### src/rtl/lcd_panel_fmt.sv
module lcd_panel_fmt #(
  parameter int AW = 16,
  parameter int XW = 10,
  parameter int YW = 10
) (
  input  logic          clk,
  input  logic          rst,
  input  logic          panel_on,
  input  logic [1:0]    cfg_mode,
  input  logic [XW-1:0] cfg_xfers,
  input  logic [YW-1:0] cfg_rows,
  output logic          fetch_en,
  output logic [AW-1:0] fetch_addr,
  input  logic [7:0]    fetch_data,
  output logic          shift_clk,
  output logic          line_latch,
  output logic          frame_start,
  output logic          ac_wave,
  output logic          lcd_en,
  output logic [7:0]    pix_out
);
  typedef enum logic [1:0] {S_LEAD, S_XFER, S_LATCH} st_t;

  st_t         st;
  logic        ph;
  logic [XW-1:0] nk;
  logic [YW:0]   ln;
  logic [AW-1:0] base;
  logic [7:0]    hold, hold2;

  logic          mode8, dual, data_line, more, active, last_line;
  logic          get_top, get_bot;
  logic [XW-1:0] bpr;
  logic [AW-1:0] half, idx;
  logic [7:0]    bot_byte, next_pix;

  assign mode8     = (cfg_mode == 2'b01);
  assign dual      = cfg_mode[1];
  assign bpr       = mode8 ? cfg_xfers : (cfg_xfers >> 1);
  assign half      = AW'(cfg_rows) * AW'(bpr);
  assign data_line = ln < {1'b0, cfg_rows};
  assign last_line = ln == ({1'b0, cfg_rows} + 1'b1);
  assign more      = nk < cfg_xfers;
  assign active    = st != S_LATCH;
  assign get_top   = active && !ph && data_line && more && (mode8 || !nk[0]);
  assign get_bot   = active && ph && dual && data_line && more && !nk[0];
  assign idx       = mode8 ? AW'(nk) : AW'(nk >> 1);
  assign fetch_en  = get_top || get_bot;
  assign fetch_addr = base + idx + (get_bot ? half : '0);
  assign bot_byte  = nk[0] ? hold2 : fetch_data;

  function automatic logic [3:0] nib(input logic [7:0] b, input logic lo);
    return lo ? b[3:0] : b[7:4];
  endfunction

  always_comb begin
    if (!data_line)  next_pix = 8'h00;
    else if (mode8)  next_pix = hold;
    else if (dual)   next_pix = {nib(hold, nk[0]), nib(bot_byte, nk[0])};
    else             next_pix = {nib(hold, nk[0]), 4'h0};
  end

  always_ff @(posedge clk) begin
    if (rst) begin
      st <= S_LEAD; ph <= 1'b0; nk <= '0; ln <= '0; base <= '0;
      hold <= '0; hold2 <= '0;
      shift_clk <= 1'b0; line_latch <= 1'b0; frame_start <= 1'b0;
      ac_wave <= 1'b0; lcd_en <= 1'b0; pix_out <= '0;
    end else begin
      lcd_en <= panel_on;
      case (st)
        S_LATCH: begin
          line_latch <= 1'b0;
          st <= S_LEAD;
          nk <= '0;
          if (last_line) begin
            ln <= '0; base <= '0;
          end else begin
            ln <= ln + 1'b1;
            if (data_line) base <= base + AW'(bpr);
          end
        end
        default: begin
          if (!ph) begin
            ph <= 1'b1;
            shift_clk <= 1'b0;
            if (get_top) hold <= fetch_data;
            if (st == S_LEAD) begin
              frame_start <= (ln == '0);
              if (ln == '0) ac_wave <= ~ac_wave;
            end
          end else begin
            ph <= 1'b0;
            if (get_bot) hold2 <= fetch_data;
            if (more) begin
              pix_out <= next_pix;
              shift_clk <= 1'b1;
              nk <= nk + 1'b1;
              st <= S_XFER;
            end else begin
              line_latch <= 1'b1;
              st <= S_LATCH;
            end
          end
        end
      endcase
    end
  end

  p_en_low_r1: assert property (@(posedge clk) rst |=> !lcd_en);
  p_pix_stable_r3: assert property (@(posedge clk) disable iff (rst)
    $fell(shift_clk) |-> $stable(pix_out));
  p_latch_single_r4: assert property (@(posedge clk) disable iff (rst)
    line_latch |=> !line_latch);
  p_latch_idle_r4: assert property (@(posedge clk) disable iff (rst)
    line_latch |-> !shift_clk);
  p_wave_toggle_r7: assert property (@(posedge clk) disable iff (rst)
    $rose(frame_start) |-> (ac_wave != $past(ac_wave)));
endmodule

### config.mk
export PLATFORM = sky130hd
export DESIGN_NAME = lcd_panel_fmt
export DESIGN_NICKNAME = d
export VERILOG_FILES = /design/src/rtl/lcd_panel_fmt.sv
export SDC_FILE = /design/constraint.sdc
export NUM_CORES = 1
export LEC_CHECK = 0
export BUFFER_PORTS_ARGS = -buffer_cell sky130_fd_sc_hd__clkbuf_2
export CORE_UTILIZATION = 56
export DETAILED_ROUTE_END_ITERATION = 7
export GPL_TIMING_DRIVEN = 1
export PLACE_DENSITY = 0.78
export RECOVER_POWER = 100
export SYNTH_ARGS = -nofsm -noshare
export SYNTH_HDL_FRONTEND = slang
export SYNTH_SLANG_ARGS = --single-unit
export TNS_END_PERCENT = 100
### constraint.sdc
create_clock -name clk -period 6.8 [get_ports clk]
set_clock_uncertainty 0.1 [all_clocks]
set_input_delay 0.34 -clock clk [delete_from_list [all_inputs] [get_ports clk]]
set_output_delay 0.34 -clock clk [all_outputs]
set_load 0.02 [all_outputs]
* Word level (Yosys, flattened, before mapping) *
Cells that the tools add are included.

word-level totals
  bits in latches = 0
  ROM bits = 0
  input port bits = 33
  RAM bits = 0
  output and inout port bits = 30
  memories kept = 0
  register bits after elaboration = 69

cells by class
  div/mod/pow operators = 0
  mux-type cells = 16
  multiply operators = 1
  reductions and logical operators = 26
  shift-type cells = 0
  $lt $le $gt $ge = 2
  bitwise operators = 4
  eq/ne operators = 5
  add/sub/neg operators = 6

operators with widths
  cell                   count
  $mux 16                3
  $add 16x10->16         2
  $mux 8                 3
  $mux 10                2
  $add 16x16->16         1
  $mul 10x10->16         1
  $mux 4                 3
  $reduce_and 3->1       4
  $add 10x1->11 const B  1
  $add 11x1->11 const B  1
  $eq 11x11->1           1
  $logic_not 11->1       1
  $lt 11x10->1           1
  $mux 11                1
  $add 10x1->10 const B  1
  $lt 10x10->1           1
  $logic_and 1x1->1      9
  $reduce_and 2->1       4
  $not 1->1              4
  $reduce_and 4->1       1
  $mux 1                 3
  $eq 2x1->1 const B     1
  $eq 2x2->1 const B     1
  $logic_not 1->1        2
  other kinds (7)        8

* Depth between registers and ports, before layout *
Gate-level depths: netlist of the first run.

  word-level depth = 8
  mapped depth = 33
  gate-level depth less buffers = 31

* Least setup slack after synthesis of the first run *
OpenSTA, ideal clock, no wires.

  kind = input to output
  from = in cfg_mode[1]
  to = out fetch_addr[15]
  path slack = -673 ps
  data arrival time = 7033 ps
  path buffers = 3
  cell stages on the path = 30
  cells stage by stage = and2b_1 buf_2 buf_1 nand2_1 o21ai_0 clkbuf_1 nand2_1 fa_1 inv_1 fa_1 ha_1 fa_1 inv_1 fa_1 inv_1 ha_1 nor3_1 o21ai_1 a31oi_1 xnor2_1 nand2_1 fa_1 inv_1 ha_1 nand3_1 nand4b_1 a21o_1 a21oi_1 o21ai_0 xnor2_1

between the ends
  word-level cells in the longest chain between the ends = 6
  elaborated cells on any way between the ends = 11

ends and longest elaborated chain
  element                                                 RTL line  source
  from (decl)                                             9         input logic [1:0] cfg_mode,
  branches (longest 5 deep; another with $mul 10x10->16)  -
  $add 16x16->16 *                                        49        assign fetch_addr = base + idx + (get_bot ? half : '0);
  to (decl)                                               13        output logic [AW-1:0] fetch_addr,

Mark *: on every way between the ends.

* Worst setup path after layout of the first run *
Ends and elaborated chain as after synthesis.

==> impl_metrics.yaml, run 1 <==
critical_path:
  cp.arrival_ns: 6.83
  crit_path_max_incr_delay_ns: 0.55
  critPathLaunch: "cfg_mode[1]"
  reg2reg_depth: 8
  crit_fanout: 6
  rrSetupSlack_ns: 2.92
  crit_path_start_kind: "primary input"
  r2r_end: "base[3]$_SDFFE_PP0P_"
  cp-end-kind: "output pin"
  critPathSlowestCell: "fa_1"
  cp.required_ns: 6.36
  path_class: "primary input to output pin"
  rr_startpoint: "ln[3]$_SDFFE_PP0P_"
cells_and_area:
  nets: 1300
  regArea_sq_mm: 0.00130
  final_common_cell: "inv_1"
  final_util_pct: 73.7
  diodes: 0
  drive_above_1_share_pct: 25.7
  area_growth_pct: 26.2
  final_cell_mix: "115 x inv_1, 107 x buf_4, 93 x nand2_1"
  multi_input_area_sq_mm: 0.00632
  fill_cells: 952
routing:
  vias: 7430
  wl_per_cell_um: 18.1
  antenna_left: 0
  initialDrtViolationCount: 639
  finalWirelength_mm: 23.3
  vias_per_cell: 5.76
  drt_first_pass_iters: 6
  drc: 0
placement:
  dpl.hpwl_mm: 16.6
  gp_congestion: 0.969
  port_buffers: 62
power_and_ir_drop:
  power.switching_mw: 1.34
  power_density_mw_per_mm2: 307
  clkPwrFrac_pct: 16.7
  pwr-share-seq_pct: 14.5
  ir_worst_vdd_uv: 237
  total_leakage_power_nw: 4.87
  combPwrFrac_pct: 68.7
  power.internal_mw: 1.70
  sw_frac_of_total_pct: 44.0
global_route:
  grt-busiest-layer: "met2"
  grt_overflow: 0
  grt_use_met1_pct: 41.6
  met3_usage_pct: 3.68
  grt_pass1_vias: 7411
  grt_pass1_wl_mm: 36.6
  grt_use_total_pct: 32.4
  antenna_found_initial: 0
  grt_max_degree: 34
  use_met2_pct: 54.0
status:
  outcome: "finished, violations left"
  violations: "max-capacitance violations, negative setup slack"
floorplan:
  coreArea_sq_mm: 0.0135
  die_width_um: 120
  num_rows: 42
  io_pins: 63
  initial_utilization_pct: 58.4
  die-area_sq_mm: 0.0145
  fp.dieH_um: 120
synth:
  synthSimpleGateAreaFrac_pct: 19.0
  seq_area_frac_synth_pct: 16.6
  syn_nets: 1147
  synth_top_area_share_pct: 17.6
  yosys.area_share.adder_pct: 31.9
  ys_warn_count: 0
  synth_compound_area_share_pct: 11.9
  synthMuxAreaShare_pct: 3.59
  synth_cells: 955
  synth_largest_area_cell: "fa_1"
  synth_top_flop_cell: "dfxtp_1"
  synth_xor_area_share_pct: 8.53
  synth_top_family_by_area: "adder cells"
  ys_top_cells_by_area: "fa_1 18%, dfxtp_1 17%, ha_1 14%"
  synth_edf_count: 0
  netlist-cell-type-count: 64
  ys_ff_latch: 65
  synth_area_sq_mm: 0.00785
  async_reset_ff_share_pct: 0
  syn_avg_cell_area_sq_um: 8.22
timing:
  worstMarginPinSlew_ns: 1.49
  setup_violations: 6
  fmax_mhz: 138
  fin_crit_sh_pct: 107
  setup_slack_ns: -0.466
  min_period_ns: 7.27
  final_max_slew_viol_count: 0
  rsz0062_at_grt: "yes"
  hold_violations: 0
  tns_ns: -2.08
  relSlewSlack_pct: 0.899
hold_path:
  hp-start: "panel_on"
  hp-class: "primary input to flip-flop"
  whs_path_depth: 2
  holdPathEnd: "lcd_en$_SDFF_PP0_"
cts:
  cts_tree: "yes"
  h-tree-depth: 3
  clkSinkCount: 65
  cts-root-buf: "clkbuf_16"
  cts.clk_slew.worst_paths_ns: 0.06
  cts_buffers: 9
  cts_hold_buffers: 0
  clk_latency_ns: 0.34
  cts_buffer_depth: 2
job:
  cap_viol_max_count: 1
==> final cells by class <==
type | count | share of cell area [%]
well taps | 176 | 2.22
flip-flops and latches | 65 | 13.1
clock inverters | 6 | 0.922
clock buffers | 10 | 2.31
multi-input cells | 721 | 63.8
repair buffers | 177 | 12.5
inverters | 134 | 5.13
==> worst max-delay path, delay by kind of cell <==
family	cells	cell delay (ns)
AOI/OAI and AO/OA	9	1.54
xor gates and xnor gates	1	0.15
adders and majority gates	8	3.07
buffers and inverters	11	1.10
and+or+nand+nor	5	0.61
==> cells in the mapped netlist, drive strengths merged, types with 17 or more instances <==
cell / count
inv: 134
nor2: 103
nand2: 102
ha: 90
fa: 69
dfxtp: 65
a21oi: 46
xnor2: 44
o21ai: 36
xor2: 29
nor3: 20
clkbuf: 19
mux2i: 18
and2: 17
==> cells by family (layout without fill, tap and decap cells) <==
| logic type | Yosys count | count (layout) |
|---|---|---|
| simple gates | 315 | 315 |
| flops | 65 | 65 |
| buf+inv | 169 | 327 |
| fa+ha+maj | 159 | 159 |
| xor+xnor | 74 | 74 |
| compound gates | 146 | 146 |
| mux | 27 | 27 |
==> through the flow <==
| stage | hold WS (ns) | area (sq um) | total power [mW] | instances | worst slack, ns |
|---|---|---|---|---|---|
| floorplan | 0.328 | 7930 | 1.59 | 955 | -0.00159 |
| global placement | 0.338 | 8980 | 2.07 | 1250 | -0.495 |
| detailed placement | 0.345 | 8980 | 2.09 | 1250 | -0.571 |
| CTS | 0.114 | 9710 | 2.80 | 1278 | -0.325 |
| global route | 0.148 | 9910 | 3.22 | 1289 | -0.711 |
| finish | 0.110 | 9910 | 3.04 | 1289 | -0.466 |
==> flip-flops by register name, summed over array words and instances, names as in the netlist <==
| name | count |
|---|---|
| hold | 8 |
| ph | 1 |
| shift_clk | 1 |
| ac_wave | 1 |
| line_latch | 1 |
| pix_out | 8 |
| frame_start | 1 |
| nk | 10 |
| lcd_en | 1 |
| hold2 | 4 |
| ln | 11 |
| st | 2 |
| base | 16 |
==> power by group through the flow <==
stage,Clock (mW),Combinational [mW],Sequential [mW]
floorplan,0,1.13,0.455
global placement,0,1.62,0.448
detailed placement,0,1.64,0.448
CTS,0.509,1.85,0.441
global route,0.527,2.24,0.446
finish,0.509,2.09,0.442
==> worst max-delay path by stage <==
stage                                 to  slack, ns  cells past startpoint
after CTS                 fetch_addr[14]      -0.33                     32
after detailed placement  fetch_addr[14]      -0.57                     28
after global routing      fetch_addr[13]      -0.71                     34
final                     fetch_addr[15]      -0.47                     34
after global placement    fetch_addr[14]      -0.50                     28
after floorplan           fetch_addr[15]     -0.002                     31
==> per-layer routing <==
layer  up-vias  share of wire (%)
li1       3439                  -
met1      3545                 41
met2       348                 48
met3        98                6.1
met4         0                5.4
met5         -                  0
==> timing repair <==
item                       CTS  global route
buffers inserted            13            13
hold endpoints to repair     0             0
gates resized for setup     70            49
cloned                       1             0
setup endpoints to repair    6             8
pin swaps                   46            54
Power figures use the tool's default switching activity.
==> inputs of run 2 (changes only) <==
- REMOVE_ABC_BUFFERS: unset -> 1
==> impl_metrics.yaml, run 2 (synthesized netlist as in run 1, its figures left out) <==
power_and_ir_drop:
  power.switching_mw: 1.28
  power.total_mw: 2.94
  ir_worst_vdd_uv: 235
  clkPwrFrac_pct: 16.6
  combPwrFrac_pct: 68.5
  power.internal_mw: 1.66
  total_leakage_power_nw: 4.87
  power_density_mw_per_mm2: 300
  sw_frac_of_total_pct: 43.6
  pwr-share-seq_pct: 14.9
cts:
  clkSinkCount: 65
  cts_buffer_depth: 2
  cts_tree: "yes"
  cts-root-buf: "clkbuf_16"
  cts_buffers: 9
  clk_latency_ns: 0.34
  h-tree-depth: 3
  cts.clk_slew.worst_paths_ns: 0.06
timing:
  final_max_slew_viol_count: 0
  tns_ns: -1.86
  relSlewSlack_pct: 0.0581
  rsz0062_at_grt: "yes"
  worstMarginPinSlew_ns: 1.50
  fin_crit_sh_pct: 108
  hold_violations: 0
  setup_violations: 6
  setup_slack_ns: -0.572
  hold_ws_ns: 0.115
  fmax_mhz: 136
  min_period_ns: 7.37
critical_path:
  rrSetupSlack_ns: 3.37
  worstSetupPathDepth: 31
  critPathSlowestCell: "fa_1"
  path_class: "primary input to output pin"
  crit_top_cell: "fa_1"
  r2r_end: "base[9]$_SDFFE_PP0P_"
  endpoint: "fetch_addr[15]"
  critPathLaunch: "cfg_mode[1]"
  crit_path_max_incr_delay_ns: 0.54
  reg2reg_depth: 8
  cp.arrival_ns: 6.93
  cp-end-kind: "output pin"
  crit_fanout: 4
  cp.required_ns: 6.36
  cp_top_family: "adder cells"
  path_buf_inv: 8
  crit_path_start_kind: "primary input"
  rr_startpoint: "ln[1]$_SDFFE_PP0P_"
routing:
  drt_first_pass_iters: 6
  drc: 0
  initialDrtViolationCount: 613
  finalWirelength_mm: 23.3
  vias_per_cell: 5.68
  wl_per_cell_um: 18.0
  vias: 7359
  antenna_left: 0
floorplan:
  io_pins: 63
  die-area_sq_mm: 0.0145
  num_rows: 42
  coreArea_sq_mm: 0.0135
  initial_utilization_pct: 58.4
  die_width_um: 120
  fp.dieH_um: 120
cells_and_area:
  drive_above_1_share_pct: 23.9
  multi_input_area_sq_mm: 0.00622
  regArea_sq_mm: 0.00130
  fill_cells: 1006
  reg.largest.list: "base: 16 flops, ln: 11 flops, nk: 10 flops"
  area_growth_pct: 25.1
  final_common_cell: "inv_1"
  largest_reg_flops: 16
  fin_cells: 1295
  registers.top_by_ff_count: "base"
  nets: 1306
  final_cell_mix: "124 x inv_1, 114 x buf_4, 96 x nand2_1"
  diodes: 0
global_route:
  grt_pass1_vias: 7448
  grt_pass1_wl_mm: 36.3
  grt_use_total_pct: 32.1
  antenna_found_initial: 0
  grt_max_degree: 34
  grt_overflow: 0
placement:
  dp_slack_ns: -0.850
  port_buffers: 62
  gp_congestion: 0.936
  dp.cells: 1263
  dpl.hpwl_mm: 16.7
job:
  cap_viol_max_count: 1
hold_path:
  hp-class: "primary input to flip-flop"
status:
  outcome: "finished, violations left"
  violations: "max-capacitance violations, negative setup slack"
-- run 2: what timing repair did --
item / in CTS / in global routing
cloned: 1 / 0
setup buffers: 7 / 8
resized for setup: 58 / 42
pin swaps: 55 / 26
endpoints found under the setup margin: 8 / 8
hold buffers: 0 / 0
-- run 2: final cells by class --
| cell class | instances | share of cell area (%) |
|---|---|---|
| multi-input cells | 722 | 63.4 |
| flip-flops and latches | 65 | 13.3 |
| repair buffers | 182 | 12.8 |
| inverters | 134 | 5.15 |
| clock buffers | 9 | 2.29 |
| well taps | 176 | 2.24 |
| clock inverters | 7 | 0.841 |
-- run 2: routing by layer --
| layer | track usage (%) | routed length, um |
|---|---|---|
| met5 | 0 | 0 |
| met4 | 13.6 | 908 |
| met3 | 5.19 | 1760 |
| met2 | 55.5 | 11400 |
| met1 | 39.6 | 9250 |
-- run 2: per-stage QoR --
stage | utilization (%) | area [sq um]
final | 73.0 | 9820
after global routing | 73.0 | 9820
after CTS | 71.6 | 9630
after detailed placement | 67.0 | 9010
after global placement | 67.0 | 9010
after floorplan | - | 7690
-- run 2: power by group through the flow --
stage / registers, mW / logic (mW) / clock network, mW
2_1_floorplan: 0.458 / 1.08 / 0
3_3_place_gp: 0.446 / 1.60 / 0
3_5_place_dp: 0.447 / 1.64 / 0
4_1_cts: 0.439 / 1.84 / 0.492
5_1_grt: 0.444 / 2.21 / 0.507
6_report: 0.440 / 2.02 / 0.489
-- run 2: worst min-delay path by stage --
stage	from	to	slack, ns	depth (start not counted)
after floorplan	rst	frame_start$_SDFFE_PP0P_	0.31	1
after global placement	hold2[0]$_SDFFE_PP0P_	hold2[0]$_SDFFE_PP0P_	0.34	2
after detailed placement	hold2[0]$_SDFFE_PP0P_	hold2[0]$_SDFFE_PP0P_	0.34	2
after CTS	panel_on	lcd_en$_SDFF_PP0_	0.11	2
after global routing	panel_on	lcd_en$_SDFF_PP0_	0.11	2
final	panel_on	lcd_en$_SDFF_PP0_	0.12	2
==> inputs of run 3 (changes only) <==
- CORE_ASPECT_RATIO: unset -> 1.4
==> impl_metrics.yaml, run 3 (synthesized netlist as in run 1, its figures left out) <==
power_and_ir_drop:
  power.internal_mw: 1.74
  pwr-share-seq_pct: 14.4
  power_density_mw_per_mm2: 308
  power.total_mw: 3.08
  clkPwrFrac_pct: 16.8
  total_leakage_power_nw: 4.97
  ir_worst_vdd_uv: 411
  combPwrFrac_pct: 68.8
  power.switching_mw: 1.33
  sw_frac_of_total_pct: 43.3
placement:
  dp_slack_ns: -0.898
  place_area_sq_mm: 0.00902
  port_buffers: 62
  dpl.hpwl_mm: 16.7
  gp_congestion: 0.974
cells_and_area:
  fill_cells: 929
  multi_input_area_sq_mm: 0.00628
  largest_reg_flops: 16
  registers.top_by_ff_count: "base"
  diodes: 0
  final_cell_mix: "123 x inv_1, 122 x buf_4, 92 x nand2_1"
  regArea_sq_mm: 0.00130
  final_common_cell: "inv_1"
  drive_above_1_share_pct: 25.3
  reg.largest.list: "base: 16 flops, ln: 11 flops, nk: 10 flops"
  area_growth_pct: 27.3
  nets: 1318
  fin_area_sq_mm: 0.0100
  final_util_pct: 74.0
timing:
  setup_slack_ns: -0.498
  rsz0062_at_grt: "yes"
  final_max_slew_viol_count: 0
  worstMarginPinSlew_ns: 1.50
  hold_violations: 0
  setup_violations: 6
  relSlewSlack_pct: 0.0400
  fmax_mhz: 137
  min_period_ns: 7.30
  fin_crit_sh_pct: 107
  tns_ns: -1.96
global_route:
  grt_use_total_pct: 33.1
  grt_max_degree: 34
  antenna_found_initial: 0
  grt_pass1_wl_mm: 36.8
  grt_overflow: 0
  grt_pass1_vias: 7747
routing:
  vias: 7632
  finalWirelength_mm: 24.1
  wl_per_cell_um: 18.4
  drt_first_pass_iters: 5
  drc: 0
  vias_per_cell: 5.81
  initialDrtViolationCount: 513
  antenna_left: 0
cts:
  cts.clk_slew.worst_paths_ns: 0.06
  cts_hold_buffers: 0
  clkSinkCount: 65
  cts_tree: "yes"
  clk_latency_ns: 0.35
  cts_buffer_depth: 2
  cts-root-buf: "clkbuf_16"
  cts_buffers: 9
  h-tree-depth: 3
critical_path:
  cp-end-kind: "output pin"
  crit_fanout: 6
  crit_path_max_incr_delay_ns: 0.56
  path_buf_inv: 7
  crit_path_start_kind: "primary input"
  critPathSlowestCell: "fa_1"
  cp.required_ns: 6.36
  crit_top_cell: "fa_1"
  cp.arrival_ns: 6.86
  cp_top_family: "adder cells"
  path_class: "primary input to output pin"
hold_path:
  hp-class: "primary input to flip-flop"
floorplan:
  initial_utilization_pct: 58.1
  fp.dieH_um: 142
  io_pins: 63
  num_rows: 50
  coreArea_sq_mm: 0.0135
  die_width_um: 102
  die-area_sq_mm: 0.0145
job:
  cap_viol_max_count: 1
status:
  violations: "max-capacitance violations, negative setup slack"
  outcome: "finished, violations left"
[run 3: cell count changes in the layout (fill, tap and decap cells not counted), moves of 4 or more]
cell	before	now
buf_4	114	122
buf_6	8	12
nand2_1	96	92
nand2_4	0	4
o21ai_1	11	7
[run 3: worst paths after layout]
check | startpoint | endpoint | slack [ns] | cells past startpoint
worst max-delay path | cfg_mode[1] | fetch_addr[14] | -0.50 | 32
worst min-delay path | panel_on | lcd_en$_SDFF_PP0_ | 0.10 | 2
worst max register to register | ln[1]$_SDFFE_PP0P_ | hold[5]$_SDFFE_PP0P_ | 3.44 | 9
worst min register to register | hold2[3]$_SDFFE_PP0P_ | hold2[3]$_SDFFE_PP0P_ | 0.36 | 2
[run 3: per-stage QoR]
step | hold slack, ns | instances
after floorplan | 0.309 | 920
after global placement | 0.338 | 1269
after detailed placement | 0.351 | 1269
after CTS | 0.104 | 1304
after global routing | 0.147 | 1313
final | 0.105 | 1313
[run 3: repair_timing]
item,in CTS,in global routing
pin swaps,53,41
endpoints found under the setup margin,8,7
resized for setup,75,49
setup buffers,19,13
gates cloned,2,0
[run 3: final cells by class]
type                    count  share of cell area, %
well taps                 182                   2.28
inverters                 134                   5.06
clock inverters             7                   1.00
repair buffers            194                   13.6
clock buffers               9                   2.25
flip-flops and latches     65                   13.0
multi-input cells         722                   62.8
[run 3: worst reg2reg max path: cells and delay by family, from the launching register on]
kind	cells	cell delay, ns
AOI/OAI and AO/OA	4	1.04
adders and majority gates	1	0.29
buffers and inverters	1	0.57
DFF	1	0.46
muxes	1	0.29
and+or+nand+nor	2	0.44
[run 3: layer usage]
layer | share of wire [%] | track usage (%) | vias up
li1 | - | - | 3483
met1 | 36 | 35.1 | 3650
met2 | 51 | 58.3 | 350
met3 | 5.2 | 5.06 | 149
met4 | 7.8 | 24.0 | 0
met5 | 0 | 0 | -
[run 3: power by group through the flow]
stage	registers (mW)	clock network, mW	logic (mW)
3_5_place_dp	0.448	0	1.62
4_1_cts	0.441	0.517	1.85
5_1_grt	0.446	0.530	2.28
3_3_place_gp	0.447	0	1.58
6_report	0.443	0.518	2.12
2_1_floorplan	0.458	0	1.08
